===== src/rtl/fcap_pkg.sv =====
package fcap_pkg;

  localparam int NSLOT = 3;

  typedef logic [3:0] sw_t;

  typedef enum logic [1:0] {
    EF_NONE = 2'd0,
    EF_CHG  = 2'd1,
    EF_DIS  = 2'd2
  } eff_e;

  typedef struct packed {
    logic valid;
    sw_t  code;
    eff_e e1;   // large capacitor, positive current
    eff_e e2;   // small capacitor, positive current
  } cand_t;

  // Candidate table: slot order is the tie-break order.
  function automatic cand_t cand_of(input logic [2:0] lvl, input int slot);
    cand_t c;
    c = '{valid: 1'b0, code: 4'b0000, e1: EF_NONE, e2: EF_NONE};
    case (lvl)
      3'd0: if (slot == 0) c = '{1'b1, 4'b0000, EF_NONE, EF_NONE};
      3'd1: begin
        if (slot == 0) c = '{1'b1, 4'b0001, EF_NONE, EF_DIS};
        if (slot == 1) c = '{1'b1, 4'b0110, EF_DIS,  EF_CHG};
        if (slot == 2) c = '{1'b1, 4'b1010, EF_CHG,  EF_CHG};
      end
      3'd2: begin
        if (slot == 0) c = '{1'b1, 4'b1000, EF_CHG,  EF_NONE};
        if (slot == 1) c = '{1'b1, 4'b0100, EF_DIS,  EF_NONE};
      end
      3'd3: begin
        if (slot == 0) c = '{1'b1, 4'b0101, EF_DIS,  EF_DIS};
        if (slot == 1) c = '{1'b1, 4'b1001, EF_CHG,  EF_DIS};
        if (slot == 2) c = '{1'b1, 4'b1110, EF_NONE, EF_CHG};
      end
      3'd4: if (slot == 0) c = '{1'b1, 4'b1111, EF_NONE, EF_NONE};
      default: c = '{1'b0, 4'b0000, EF_NONE, EF_NONE};
    endcase
    return c;
  endfunction

  // Reverse current swaps the sense of every effect.
  function automatic eff_e flip(input eff_e e, input logic neg);
    if (!neg) return e;
    case (e)
      EF_CHG:  return EF_DIS;
      EF_DIS:  return EF_CHG;
      default: return EF_NONE;
    endcase
  endfunction

  // +1 helps, -1 hurts, 0 neutral or balancing disabled.
  function automatic logic signed [1:0] score_of(input eff_e e, input logic en,
                                                 input logic need);
    if (!en || e == EF_NONE) return 2'sd0;
    if ((e == EF_CHG) == need) return 2'sd1;
    return -2'sd1;
  endfunction

  // Lexicographic key: small capacitor weighs three times the large one.
  function automatic logic signed [3:0] rank_of(input logic signed [1:0] s2,
                                                input logic signed [1:0] s1);
    logic signed [3:0] a, b;
    a = $signed({{2{s2[1]}}, s2});
    b = $signed({{2{s1[1]}}, s1});
    return (a <<< 1) + a + b;
  endfunction

endpackage


===== src/rtl/fcap_hyst.sv =====
module fcap_hyst #(
  parameter int VW   = 10,
  parameter int REF  = 512,
  parameter int BAND = 6
) (
  input  logic          clk,
  input  logic          rst_n,
  input  logic [VW-1:0] v,
  output logic          need
);
  localparam logic [VW:0] LO = (VW+1)'(REF - BAND);
  localparam logic [VW:0] HI = (VW+1)'(REF + BAND);

  logic below, above;
  assign below = {1'b0, v} < LO;
  assign above = {1'b0, v} > HI;

  always_ff @(posedge clk or negedge rst_n) begin
    if (!rst_n)     need <= 1'b0;
    else if (below) need <= 1'b1;
    else if (above) need <= 1'b0;
  end
endmodule


===== src/rtl/fcap_pick.sv =====
module fcap_pick
  import fcap_pkg::*;
(
  input  logic [2:0] level,
  input  logic       cur_neg,
  input  logic [1:0] need,
  input  logic [1:0] en,
  output sw_t        code,
  output logic       lvl_bad,
  output logic [1:0] slot
);
  logic signed [3:0] rank [NSLOT];
  logic [NSLOT-1:0]  ok;
  sw_t               codes [NSLOT];

  for (genvar k = 0; k < NSLOT; k++) begin : g_slot
    cand_t c;
    eff_e  f1, f2;
    always_comb begin
      c  = cand_of(level, k);
      f1 = flip(c.e1, cur_neg);
      f2 = flip(c.e2, cur_neg);
    end
    assign ok[k]    = c.valid;
    assign codes[k] = c.code;
    assign rank[k]  = rank_of(score_of(f2, en[1], need[1]),
                              score_of(f1, en[0], need[0]));
  end

  assign lvl_bad = level > 3'd4;

  always_comb begin
    logic signed [3:0] best;
    slot = 2'd0;
    best = rank[0];
    for (int k = 1; k < NSLOT; k++) begin
      if (ok[k] && rank[k] > best) begin
        best = rank[k];
        slot = 2'(k);
      end
    end
    code = lvl_bad ? 4'b0000 : codes[slot];
  end
endmodule


===== src/rtl/fcap_state_sel.sv =====
module fcap_state_sel
  import fcap_pkg::*;
#(
  parameter int VW   = 10,
  parameter int REF1 = 512,
  parameter int REF2 = 256,
  parameter int BAND = 6
) (
  input  logic          clk,
  input  logic          rst_n,
  input  logic          strobe,
  input  logic [2:0]    level,
  input  logic          cur_neg,
  input  logic [VW-1:0] vc1,
  input  logic [VW-1:0] vc2,
  input  logic          bal_en1,
  input  logic          bal_en2,
  output logic [3:0]    sw,
  output logic          need1,
  output logic          need2,
  output logic          lvl_err
);
  localparam int NCAP = 2;

  logic [NCAP-1:0] need_w;
  logic [VW-1:0]   vsel [NCAP];
  assign vsel[0] = vc1;
  assign vsel[1] = vc2;

  for (genvar g = 0; g < NCAP; g++) begin : g_cap
    localparam int RF = (g == 0) ? REF1 : REF2;
    fcap_hyst #(.VW(VW), .REF(RF), .BAND(BAND)) u_hyst (
      .clk(clk), .rst_n(rst_n), .v(vsel[g]), .need(need_w[g])
    );
  end

  sw_t        pick_code;
  logic       pick_bad;
  logic [1:0] pick_slot;

  fcap_pick u_pick (
    .level(level), .cur_neg(cur_neg), .need(need_w),
    .en({bal_en2, bal_en1}), .code(pick_code), .lvl_bad(pick_bad),
    .slot(pick_slot)
  );

  sw_t  sw_q;
  logic err_q;
  always_ff @(posedge clk or negedge rst_n) begin
    if (!rst_n) begin
      sw_q  <= 4'b0000;
      err_q <= 1'b0;
    end else if (strobe) begin
      sw_q  <= pick_code;
      err_q <= pick_bad;
    end
  end

  assign sw      = sw_q;
  assign lvl_err = err_q;
  assign need1   = need_w[0];
  assign need2   = need_w[1];
endmodule


===== config.mk =====
export PLATFORM = sky130hd
export DESIGN_NAME = fcap_state_sel
export DESIGN_NICKNAME = d
export VERILOG_FILES = /design/src/rtl/fcap_pkg.sv /design/src/rtl/fcap_hyst.sv /design/src/rtl/fcap_pick.sv /design/src/rtl/fcap_state_sel.sv
export SDC_FILE = /design/constraint.sdc
export NUM_CORES = 1
export LEC_CHECK = 0
export ABC_AREA = 1
export BUFFER_PORTS_ARGS = -buffer_cell sky130_fd_sc_hd__clkbuf_2
export CAP_MARGIN = 0
export CORE_MARGIN = 5
export CORE_UTILIZATION = 56
export DETAILED_ROUTE_END_ITERATION = 16
export MAX_ROUTING_LAYER = met4
export PLACE_DENSITY = 0.92
export SYNTH_ARGS = -nofsm -noshare
export SYNTH_HDL_FRONTEND = slang
export SYNTH_SLANG_ARGS = --single-unit
export TNS_END_PERCENT = 5

===== constraint.sdc =====
create_clock -name clk -period 8.4 [get_ports clk]
set_clock_uncertainty 0.1 [all_clocks]
set_input_delay 1.26 -clock clk [delete_from_list [all_inputs] [get_ports clk]]
set_output_delay 1.26 -clock clk [all_outputs]
set_load 0.01 [all_outputs]

==> results.py, run 1 <==
metrics = {
    "setup_path": {
        "crit_path_end_kind": "flip-flop",
        "cpLargestDelayFamily": "simple AND/OR/NAND/NOR gates",
        "worstSetupPathType": "input port to flip-flop",
        "slowest_delay_ps": 550,
        "required_ps": 8440,
        "crit_fanout": 12,
        "cp_common_cell": "nand2_1",
        "critPathLaunchType": "input port",
        "arrival_ps": 6040,
        "path_buf_inv": 6,
        "slowest_stage": "fa_1",
    },
    "synth": {
        "yosysTopAreaCell": "dfrtp_1",
        "synth_area_per_cell_um2": 6.48,
        "synth_area_leaders": "dfrtp_1, ha_1, nand2_1, inv_1, nand3_1",
        "ys_ff_latch": 7,
        "synth_commonest_cells": "nand2_1, inv_1, nand3_1",
        "synthFlopType": "dfrtp_1",
        "synth.yosys.seq_area_share_pct": 13.9,
        "netlist_area_um2": 1260,
        "ys_types": 29,
        "netlist.area_leader.share_pct": 13.9,
        "async_flop_share_pct": 100,
        "synth_edf_count": 0,
        "synthCells": 194,
        "synthMostInstantiatedCell": "nand2_1",
        "yosys_warnings": 0,
        "syn_nets": 243,
    },
    "clocking": {
        "clk_path_buf_depth": 2,
        "root_buffer": "clkbuf_4",
        "cts_buffers": 3,
        "htreeDepth": 1,
        "ctsHoldBuffers": 0,
        "path_clk_slew_ps": 50,
        "worstSkewPairLatency_ps": 260,
        "cts_sinks": 7,
        "postCtsSetupBuffers": 0,
        "cts_resized": 0,
        "cts_tree": "yes",
    },
    "placed_design": {
        "dp_hpwl_um": 2460,
        "numPortBuffers": 35,
        "dp_worst_setup_slack_ps": 2190,
        "gp_congestion": 0.911,
    },
    "sta": {
        "timing.fmax_mhz": 167,
        "drv_slew": 0,
        "relSlewSlack_pct": 74.0,
        "tns_ps": 0,
        "rsz0062_at_grt": "no",
        "period_needed_ps": 6000,
        "hold_viol_final": 0,
        "setup_viol": 0,
        "fin_crit_sh_pct": 71.5,
        "tightestPinTransition_ps": 390,
        "fin_ws_ps": 2400,
    },
    "global_routing": {
        "grt_pass1_vias": 1320,
        "antenna_found_initial": 0,
        "grt_max_degree": 13,
        "grt_usage_pct": 19.5,
        "grt_first_pass_wirelength_um": 5130,
        "grt_overflow": 0,
    },
    "floorplanning": {
        "fp-row-count": 17,
        "initial_core_util_pct": 58.0,
        "die_w_um": 57.4,
        "core_um2": 2170,
        "die_h_um": 57.4,
        "ioPinCount": 36,
        "dieArea_um2": 3290,
    },
    "finish": {
        "nets": 282,
        "antenna_cells": 0,
        "area_growth_pct": 18.4,
        "drive_gt1_share_pct": 21.6,
    },
    "pwr": {
        "finalPower_mw": 0.155,
        "leakagePower_nw": 0.905,
        "peakVddDrop_mv": 0.120,
        "power_density_nw_per_um2": 104,
    },
    "min_path": {
        "hold_path_class": "flip-flop to flip-flop",
    },
    "status": {
        "status": "finished clean",
    },
    "routing": {
        "initialDrtViolationCount": 34,
        "firstDrtPassIters": 4,
        "vias_per_cell": 5.18,
        "num_vias": 1348,
        "ant_nets": 0,
        "drc": 0,
        "routedWlPerCell_um": 10.9,
        "routed_wl_um": 2830,
    },
    "job": {
        "drv_cap": 0,
    },
}
[tightest hold or removal path, cell delays in order (launching register included)]
cell and delay, ps:
dfrtp_1 340, nand2_1 50, nand2_1 60
[cell type report]
type                    instances  area (um^2)
fillers                       187          681
well taps                      28         35.0
flip-flops and latches          7          175
inverters                      40          150
clock buffers                   4         26.3
repair buffers                 35          175
multi-input cells             146          927
[placed cells by master, fill, tap and decap left out, types with 5 or more instances in the layout]
master / count
clkbuf_2: 35
dfrtp_1: 7
fa_1: 6
ha_1: 14
inv_1: 39
nand2_1: 46
nand3_1: 25
nand4_1: 5
nor2_1: 18
o21ai_0: 8
[per-stage QoR]
stage	cells	hold slack (ps)	area (um^2)	utilization, %
floorplan	194	416	1260	-
global placement	256	365	1460	67.4
detailed placement	256	372	1460	67.4
CTS	260	387	1490	68.6
global route	260	446	1490	68.6
finish	260	391	1490	68.6
[logic make-up after synthesis]
logic type	count (synthesis)	share of synthesized area, %
adders and majority gates	20	23.5
AOI/OAI and AO/OA	14	6.37
and+or+nand+nor	108	40.5
xor gates and xnor gates	4	3.38
DFF	7	13.9
buffers and inverters	41	12.3
[final timing paths]
check | startpoint | cells past startpoint | slack (ps) | to
worst max-delay path | level[2] | 32 | 2400 | sw[2]$_DFFE_PN0P_
max in group asynchronous | rst_n | 1 | 7300 | sw[0]$_DFFE_PN0P_
worst max register to register | g_cap[0].u_hyst.need$_DFFE_PN0P_ | 30 | 3450 | sw[2]$_DFFE_PN0P_
worst min register to register | sw[2]$_DFFE_PN0P_ | 2 | 390 | sw[2]$_DFFE_PN0P_
worst min-delay path | sw[2]$_DFFE_PN0P_ | 2 | 390 | sw[2]$_DFFE_PN0P_
min in group asynchronous | rst_n | 1 | 730 | sw[1]$_DFFE_PN0P_
[where the power goes]
| part | leakage, nW | total [mW] | switching, mW | internal [mW] |
|---|---|---|---|---|
| Clock | 0.0150 | 0.0314 | 0.0132 | 0.0182 |
| Sequential | 0.0899 | 0.0417 | 0.00326 | 0.0384 |
| Combinational | 0.800 | 0.0819 | 0.0490 | 0.0329 |
| Total | 0.905 | 0.155 | 0.0655 | 0.0895 |
[registers in the layout (all words and copies together) (netlist names)]
name and count:
lvl_err 1, sw 4, g_cap.u_hyst.need 2
[metal layers]
layer / GRT usage (%) / routed length, um / vias to the layer above
met3: 2.49 / 152 / 7
met5: - / 0 / -
met1: 21.8 / 1190 / 600
li1: - / - / 697
met4: 6.95 / 38 / 0
met2: 35.0 / 1450 / 44
No activity file was read; power rests on OpenSTA's default activity.
==> inputs of run 2 (changes only) <==
--- a/config.mk
+++ b/config.mk
@@ -9,10 +9,10 @@
 export BUFFER_PORTS_ARGS = -buffer_cell sky130_fd_sc_hd__clkbuf_2
 export CAP_MARGIN = 0
 export CORE_MARGIN = 5
-export CORE_UTILIZATION = 56
+export CORE_UTILIZATION = 47
 export DETAILED_ROUTE_END_ITERATION = 16
 export MAX_ROUTING_LAYER = met4
-export PLACE_DENSITY = 0.92
+export PLACE_DENSITY = 0.83
 export SYNTH_ARGS = -nofsm -noshare
 export SYNTH_HDL_FRONTEND = slang
 export SYNTH_SLANG_ARGS = --single-unit
==> constraint.sdc (replaced) <==
create_clock -name clk -period 4.85 [get_ports clk]
set_clock_uncertainty 0.1 [all_clocks]
set_input_delay 0.7275 -clock clk [delete_from_list [all_inputs] [get_ports clk]]
set_output_delay 0.7275 -clock clk [all_outputs]
set_load 0.01 [all_outputs]
==> run 2 against run 1 <==
  * The flow now finishes with violations (negative setup slack)
  * Via count rose by 19%
  * Worst hold slack got worse by 180 ps
  * Register-to-register slack lost 3200 ps
  * Final area rose by 48%
  * Cell count grew 21%
  * First-iteration DRC count up 24%
  * Clock power rose by 64%
  * Sequential share of layout area down 3.8 points
  * Critical path depth rose by 7
==> results.py, run 2 (synthesized netlist as in run 1, its figures left out) <==
metrics = {
    "status": {
        "status": "finished with violations",
        "violations": "negative setup slack",
    },
    "sta": {
        "fin_ws_ps": -75.4,
        "relSlewSlack_pct": 69.7,
        "hold_viol_final": 0,
        "drv_slew": 0,
        "timing.fmax_mhz": 203,
        "period_needed_ps": 4930,
        "rsz0062_at_grt": "yes",
        "fin_crit_sh_pct": 102,
        "tightestPinTransition_ps": 454,
        "setup_viol": 4,
        "tns_ps": -284,
    },
    "floorplanning": {
        "core_um2": 2520,
        "ioPinCount": 36,
        "die_w_um": 61.7,
        "fp-row-count": 18,
        "initial_core_util_pct": 49.9,
        "die_h_um": 61.7,
        "dieArea_um2": 3810,
    },
    "setup_path": {
        "r2r_slack_ps": 260,
        "path_buf_inv": 15,
        "worstSetupPathType": "input port to flip-flop",
        "slowest_stage": "ha_1",
        "cp_common_cell": "buf_4",
        "arrival_ps": 4960,
        "crit_fanout": 8,
        "slowest_delay_ps": 340,
        "critPathLaunchType": "input port",
        "cpLargestDelayFamily": "buffers and inverters",
        "crit_path_end_kind": "flip-flop",
        "required_ps": 4880,
    },
    "finish": {
        "drive_gt1_share_pct": 53.2,
        "nets": 334,
        "final_common_cell": "buf_4",
        "antenna_cells": 0,
        "area_growth_pct": 74.8,
        "largest_register_ffs": 4,
        "final_cell_mix": "buf_4, inv_1, clkbuf_2, nand2_1, nor2_1",
        "stdcell_count": 314,
    },
    "placed_design": {
        "dp_hpwl_um": 2870,
        "dp_worst_setup_slack_ps": -509,
        "numPortBuffers": 35,
        "gp_congestion": 0.861,
        "place_inst": 289,
    },
    "global_routing": {
        "grt_max_degree": 9,
        "grt_first_pass_wirelength_um": 6580,
        "grt_usage_pct": 24.0,
        "grt_overflow": 0,
        "grt_pass1_vias": 1578,
        "antenna_found_initial": 0,
    },
    "routing": {
        "routedWlPerCell_um": 14.5,
        "drc": 0,
        "num_vias": 1603,
        "initialDrtViolationCount": 42,
        "vias_per_cell": 5.11,
        "firstDrtPassIters": 4,
        "ant_nets": 0,
        "routed_wl_um": 4550,
    },
    "clocking": {
        "cts_tree": "yes",
        "htreeDepth": 1,
        "worstSkewPairLatency_ps": 240,
        "root_buffer": "clkbuf_4",
        "path_clk_slew_ps": 50,
        "clk_path_buf_depth": 2,
        "cts_sinks": 7,
        "cts_buffers": 3,
    },
    "pwr": {
        "comb_power_share_pct": 67.1,
        "switchingPower_mw": 0.161,
        "power_density_nw_per_um2": 171,
        "p_clk_share_pct": 13.7,
        "leakagePower_nw": 1.19,
        "p_sw_share_pct": 42.8,
        "finalPower_mw": 0.377,
        "p_seq_share_pct": 19.2,
        "intPower_mw": 0.215,
        "peakVddDrop_mv": 0.217,
    },
    "min_path": {
        "hold_path_class": "input port to async pin",
    },
    "job": {
        "drv_cap": 0,
    },
}
[run 2: cell types whose count changed in the layout (fill, tap and decap cells not counted), moves of 4 or more]
cell / before / now
nand2_2: 1 / 10
inv_1: 39 / 33
nand2_4: 1 / 6
buf_4: 0 / 50
o21ai_0: 8 / 2
o21ai_2: 1 / 5
nand3_4: 0 / 5
ha_1: 14 / 9
nand3_2: 1 / 7
nand2_1: 46 / 31
nand3_1: 25 / 14
buf_6: 0 / 4
[run 2: what timing repair did]
action,4_1_cts,5_1_grt
hold buffers,0,0
resized for setup,23,60
pin swaps,13,44
setup buffers,14,7
setup endpoints to repair,4,4
[run 2: path summary, 6_finish.rpt]
path	cells past startpoint	startpoint	to
max reg2reg	35	g_cap[0].u_hyst.need$_DFFE_PN0P_	sw[3]$_DFFE_PN0P_
max in group asynchronous	1	rst_n	g_cap[1].u_hyst.need$_DFFE_PN0P_
min reg2reg	2	sw[2]$_DFFE_PN0P_	sw[2]$_DFFE_PN0P_
max	39	level[2]	sw[3]$_DFFE_PN0P_
min in group clk	2	sw[2]$_DFFE_PN0P_	sw[2]$_DFFE_PN0P_
min	1	rst_n	sw[3]$_DFFE_PN0P_
[run 2: layer usage]
layer / wire (um) / GRT usage [%]
met1: 1590 / 23.8
met5: 0 / -
met3: 161 / 2.07
met4: 231 / 9.70
met2: 2560 / 47.2
[run 2: power by group through the flow]
stage / combinational [mW] / clock (mW) / sequential (mW)
floorplan: 0.0988 / 0 / 0.0761
global placement: 0.168 / 0 / 0.0725
detailed placement: 0.173 / 0 / 0.0729
CTS: 0.197 / 0.0527 / 0.0720
global route: 0.275 / 0.0586 / 0.0743
finish: 0.253 / 0.0514 / 0.0724
[run 2: final cells by class]
type | instances | area [um^2]
timing repair buffer | 87 | 596
clock buffer | 4 | 26.3
inverter | 40 | 163
fill | 138 | 324
tap | 30 | 37.5
multi-input combinational | 146 | 1200
sequential | 7 | 175
[run 2: per-stage QoR]
stage / cell area, um^2 / hold WS (ps) / utilization, %
after floorplan: 1280 / 332 / -
after global routing: 2200 / 202 / 87.2
after detailed placement: 1720 / 376 / 68.0
final: 2200 / 207 / 87.2
after global placement: 1720 / 368 / 68.0
after CTS: 1920 / 206 / 76.2
==> inputs of run 3 (changes only) <==
--- a/config.mk
+++ b/config.mk
@@ -8,11 +8,12 @@
 export ABC_AREA = 1
 export BUFFER_PORTS_ARGS = -buffer_cell sky130_fd_sc_hd__clkbuf_2
 export CAP_MARGIN = 0
-export CORE_MARGIN = 5
-export CORE_UTILIZATION = 47
+export CELL_PAD_IN_SITES_DETAIL_PLACEMENT = 2
+export CELL_PAD_IN_SITES_GLOBAL_PLACEMENT = 2
+export CORE_UTILIZATION = 24
 export DETAILED_ROUTE_END_ITERATION = 16
 export MAX_ROUTING_LAYER = met4
-export PLACE_DENSITY = 0.83
+export PLACE_DENSITY = 0.82
 export SYNTH_ARGS = -nofsm -noshare
 export SYNTH_HDL_FRONTEND = slang
 export SYNTH_SLANG_ARGS = --single-unit
==> constraint.sdc (replaced) <==
create_clock -name clk -period 4.85 [get_ports clk]
set_clock_uncertainty 0.1 [all_clocks]
set_input_delay 0.2425 -clock clk [delete_from_list [all_inputs] [get_ports clk]]
set_output_delay 0.2425 -clock clk [all_outputs]
set_load 0.01 [all_outputs]
==> run 3 against run 2 <==
  * The run now ends clean
  * Sequential share of layout area grew 1.5 points
  * Wire length shrank 1.8%
  * Via count fell by 7.5%
  * Power decreased by 5.3%
  * Critical path type is now flip-flop to flip-flop
  * Largest cell class unchanged
  * Highest routed layer unchanged
==> results.py, run 3 (synthesized netlist as in run 1, its figures left out) <==
metrics = {
    "status": {
        "status": "finished clean",
    },
    "clocking": {
        "cts_sinks": 7,
        "htreeDepth": 1,
        "cts_tree": "yes",
        "cts_buffers": 3,
        "root_buffer": "clkbuf_8",
        "path_clk_slew_ps": 40,
        "clk_path_buf_depth": 2,
        "worstSkewPairLatency_ps": 230,
    },
    "sta": {
        "period_needed_ps": 4650,
        "setup_viol": 0,
        "tns_ps": 0,
        "fin_crit_sh_pct": 95.9,
        "hold_viol_final": 0,
        "relSlewSlack_pct": 70.2,
        "tightestPinTransition_ps": 447,
        "timing.fmax_mhz": 215,
        "drv_slew": 0,
    },
    "global_routing": {
        "antenna_found_initial": 0,
        "grt_overflow": 0,
        "grt_first_pass_wirelength_um": 7020,
        "grt_max_degree": 9,
        "grt_pass1_vias": 1588,
        "grt_usage_pct": 17.1,
    },
    "setup_path": {
        "crit_path_end_kind": "flip-flop",
        "arrival_ps": 4670,
        "required_ps": 4870,
        "worstSetupPathType": "flip-flop to flip-flop",
        "slowest_delay_ps": 550,
        "slowest_stage": "fa_1",
        "r2r_slack_ps": 200,
        "crit_fanout": 8,
        "crit_start": "g_cap[0].u_hyst.need$_DFFE_PN0P_",
        "critPathLaunchType": "flip-flop",
        "r2r_start": "g_cap[0].u_hyst.need$_DFFE_PN0P_",
    },
    "pwr": {
        "p_clk_share_pct": 23.0,
        "intPower_mw": 0.211,
        "peakVddDrop_mv": 0.153,
        "switchingPower_mw": 0.146,
        "leakagePower_nw": 1.06,
        "p_seq_share_pct": 20.2,
        "finalPower_mw": 0.357,
        "comb_power_share_pct": 56.8,
        "p_sw_share_pct": 40.9,
        "power_density_nw_per_um2": 193,
    },
    "finish": {
        "area_growth_pct": 46.7,
        "final_cell_mix": "nand2_1, inv_1, clkbuf_2, buf_4, nand3_1",
        "antenna_cells": 0,
        "drive_gt1_share_pct": 36.3,
        "fin_util_pct": 37.8,
        "seq_area_um2": 175,
        "multi_input_area_um2": 1000,
        "nets": 309,
        "final_common_cell": "nand2_1",
        "largest_register_ffs": 4,
        "fill_cells": 611,
    },
    "placed_design": {
        "dp_hpwl_um": 3870,
        "gp_congestion": 0.834,
        "numPortBuffers": 35,
    },
    "floorplanning": {
        "core_um2": 4880,
        "initial_core_util_pct": 25.8,
        "ioPinCount": 36,
        "die_h_um": 74.4,
        "die_w_um": 74.4,
        "fp-row-count": 25,
        "dieArea_um2": 5530,
    },
    "routing": {
        "num_vias": 1483,
        "ant_nets": 0,
        "vias_per_cell": 4.55,
        "routed_wl_um": 4460,
        "firstDrtPassIters": 4,
        "routedWlPerCell_um": 13.7,
        "initialDrtViolationCount": 19,
        "drc": 0,
    },
    "min_path": {
        "hold_start": "strobe",
        "hold_path_class": "input port to flip-flop",
    },
    "job": {
        "drv_cap": 0,
    },
}
==> run 3: stage by stage <==
| stage | instances | worst slack [ps] | cell area [um^2] | hold WS, ps |
|---|---|---|---|---|
| after global routing | 326 | -84.4 | 1840 | 199 |
| after detailed placement | 320 | -367 | 1700 | -11.7 |
| after floorplan | 194 | 385 | 1260 | -153 |
| final | 326 | 201 | 1840 | 183 |
| after global placement | 320 | -43.0 | 1700 | -17.3 |
| after CTS | 325 | 5.62 | 1760 | 187 |
==> run 3: path summary, 6_finish.rpt <==
kind                                                         end  cells past startpoint
worst max-delay path                           sw[2]$_DFFE_PN0P_                     30
max in group asynchronous                      sw[1]$_DFFE_PN0P_                      2
worst min register to register                 sw[2]$_DFFE_PN0P_                      2
worst min-delay path                         lvl_err$_DFFE_PN0P_                      3
min in group asynchronous       g_cap[0].u_hyst.need$_DFFE_PN0P_                      2
worst max register to register                 sw[2]$_DFFE_PN0P_                     30
==> run 3: worst max-delay path: cells and delay by family (launching register included) <==
| kind | cells | cell delay (ps) |
|---|---|---|
| XOR/XNOR | 1 | 90 |
| buffers and inverters | 7 | 600 |
| adder cells (fa/ha/maj) | 5 | 1590 |
| AO/OA/AOI/OAI | 2 | 250 |
| flip-flops | 1 | 380 |
| AND/OR/NAND/NOR | 15 | 1540 |
==> run 3: metal layers <==
metal	part of all wire [%]	routed length (um)	track usage, %	up-vias
li1	-	-	-	745
met1	39	1760	19.1	703
met3	1.7	76	1.22	4
met2	58	2590	33.4	31
met4	0.69	31	2.52	0
met5	0	0	-	-
==> run 3: final cells by class <==
class	count	area share, %
clock buffers	3	2.24
clock inverters	1	0.271
inverters	40	8.28
multi-input cells	146	54.2
flip-flops and latches	7	9.50
well taps	67	4.55
repair buffers	62	21.0
==> run 3: what timing repair did <==
action / CTS / global route
pin swaps: 1 / 7
endpoints found under the setup margin: 4 / 4
endpoints found under the hold margin: 7 / 0
hold buffers: 1 / 0
gates resized for setup: 6 / 20
buffers inserted: 0 / 1
cloned: 0 / 0
==> run 3: power by group through the flow <==
| stage | Combinational [mW] | Sequential [mW] | Clock [mW] |
|---|---|---|---|
| global route | 0.229 | 0.0731 | 0.0895 |
| finish | 0.202 | 0.0721 | 0.0821 |
| detailed placement | 0.182 | 0.0726 | 0 |
| floorplan | 0.0936 | 0.0761 | 0 |
| CTS | 0.188 | 0.0721 | 0.0842 |
| global placement | 0.169 | 0.0723 | 0 |
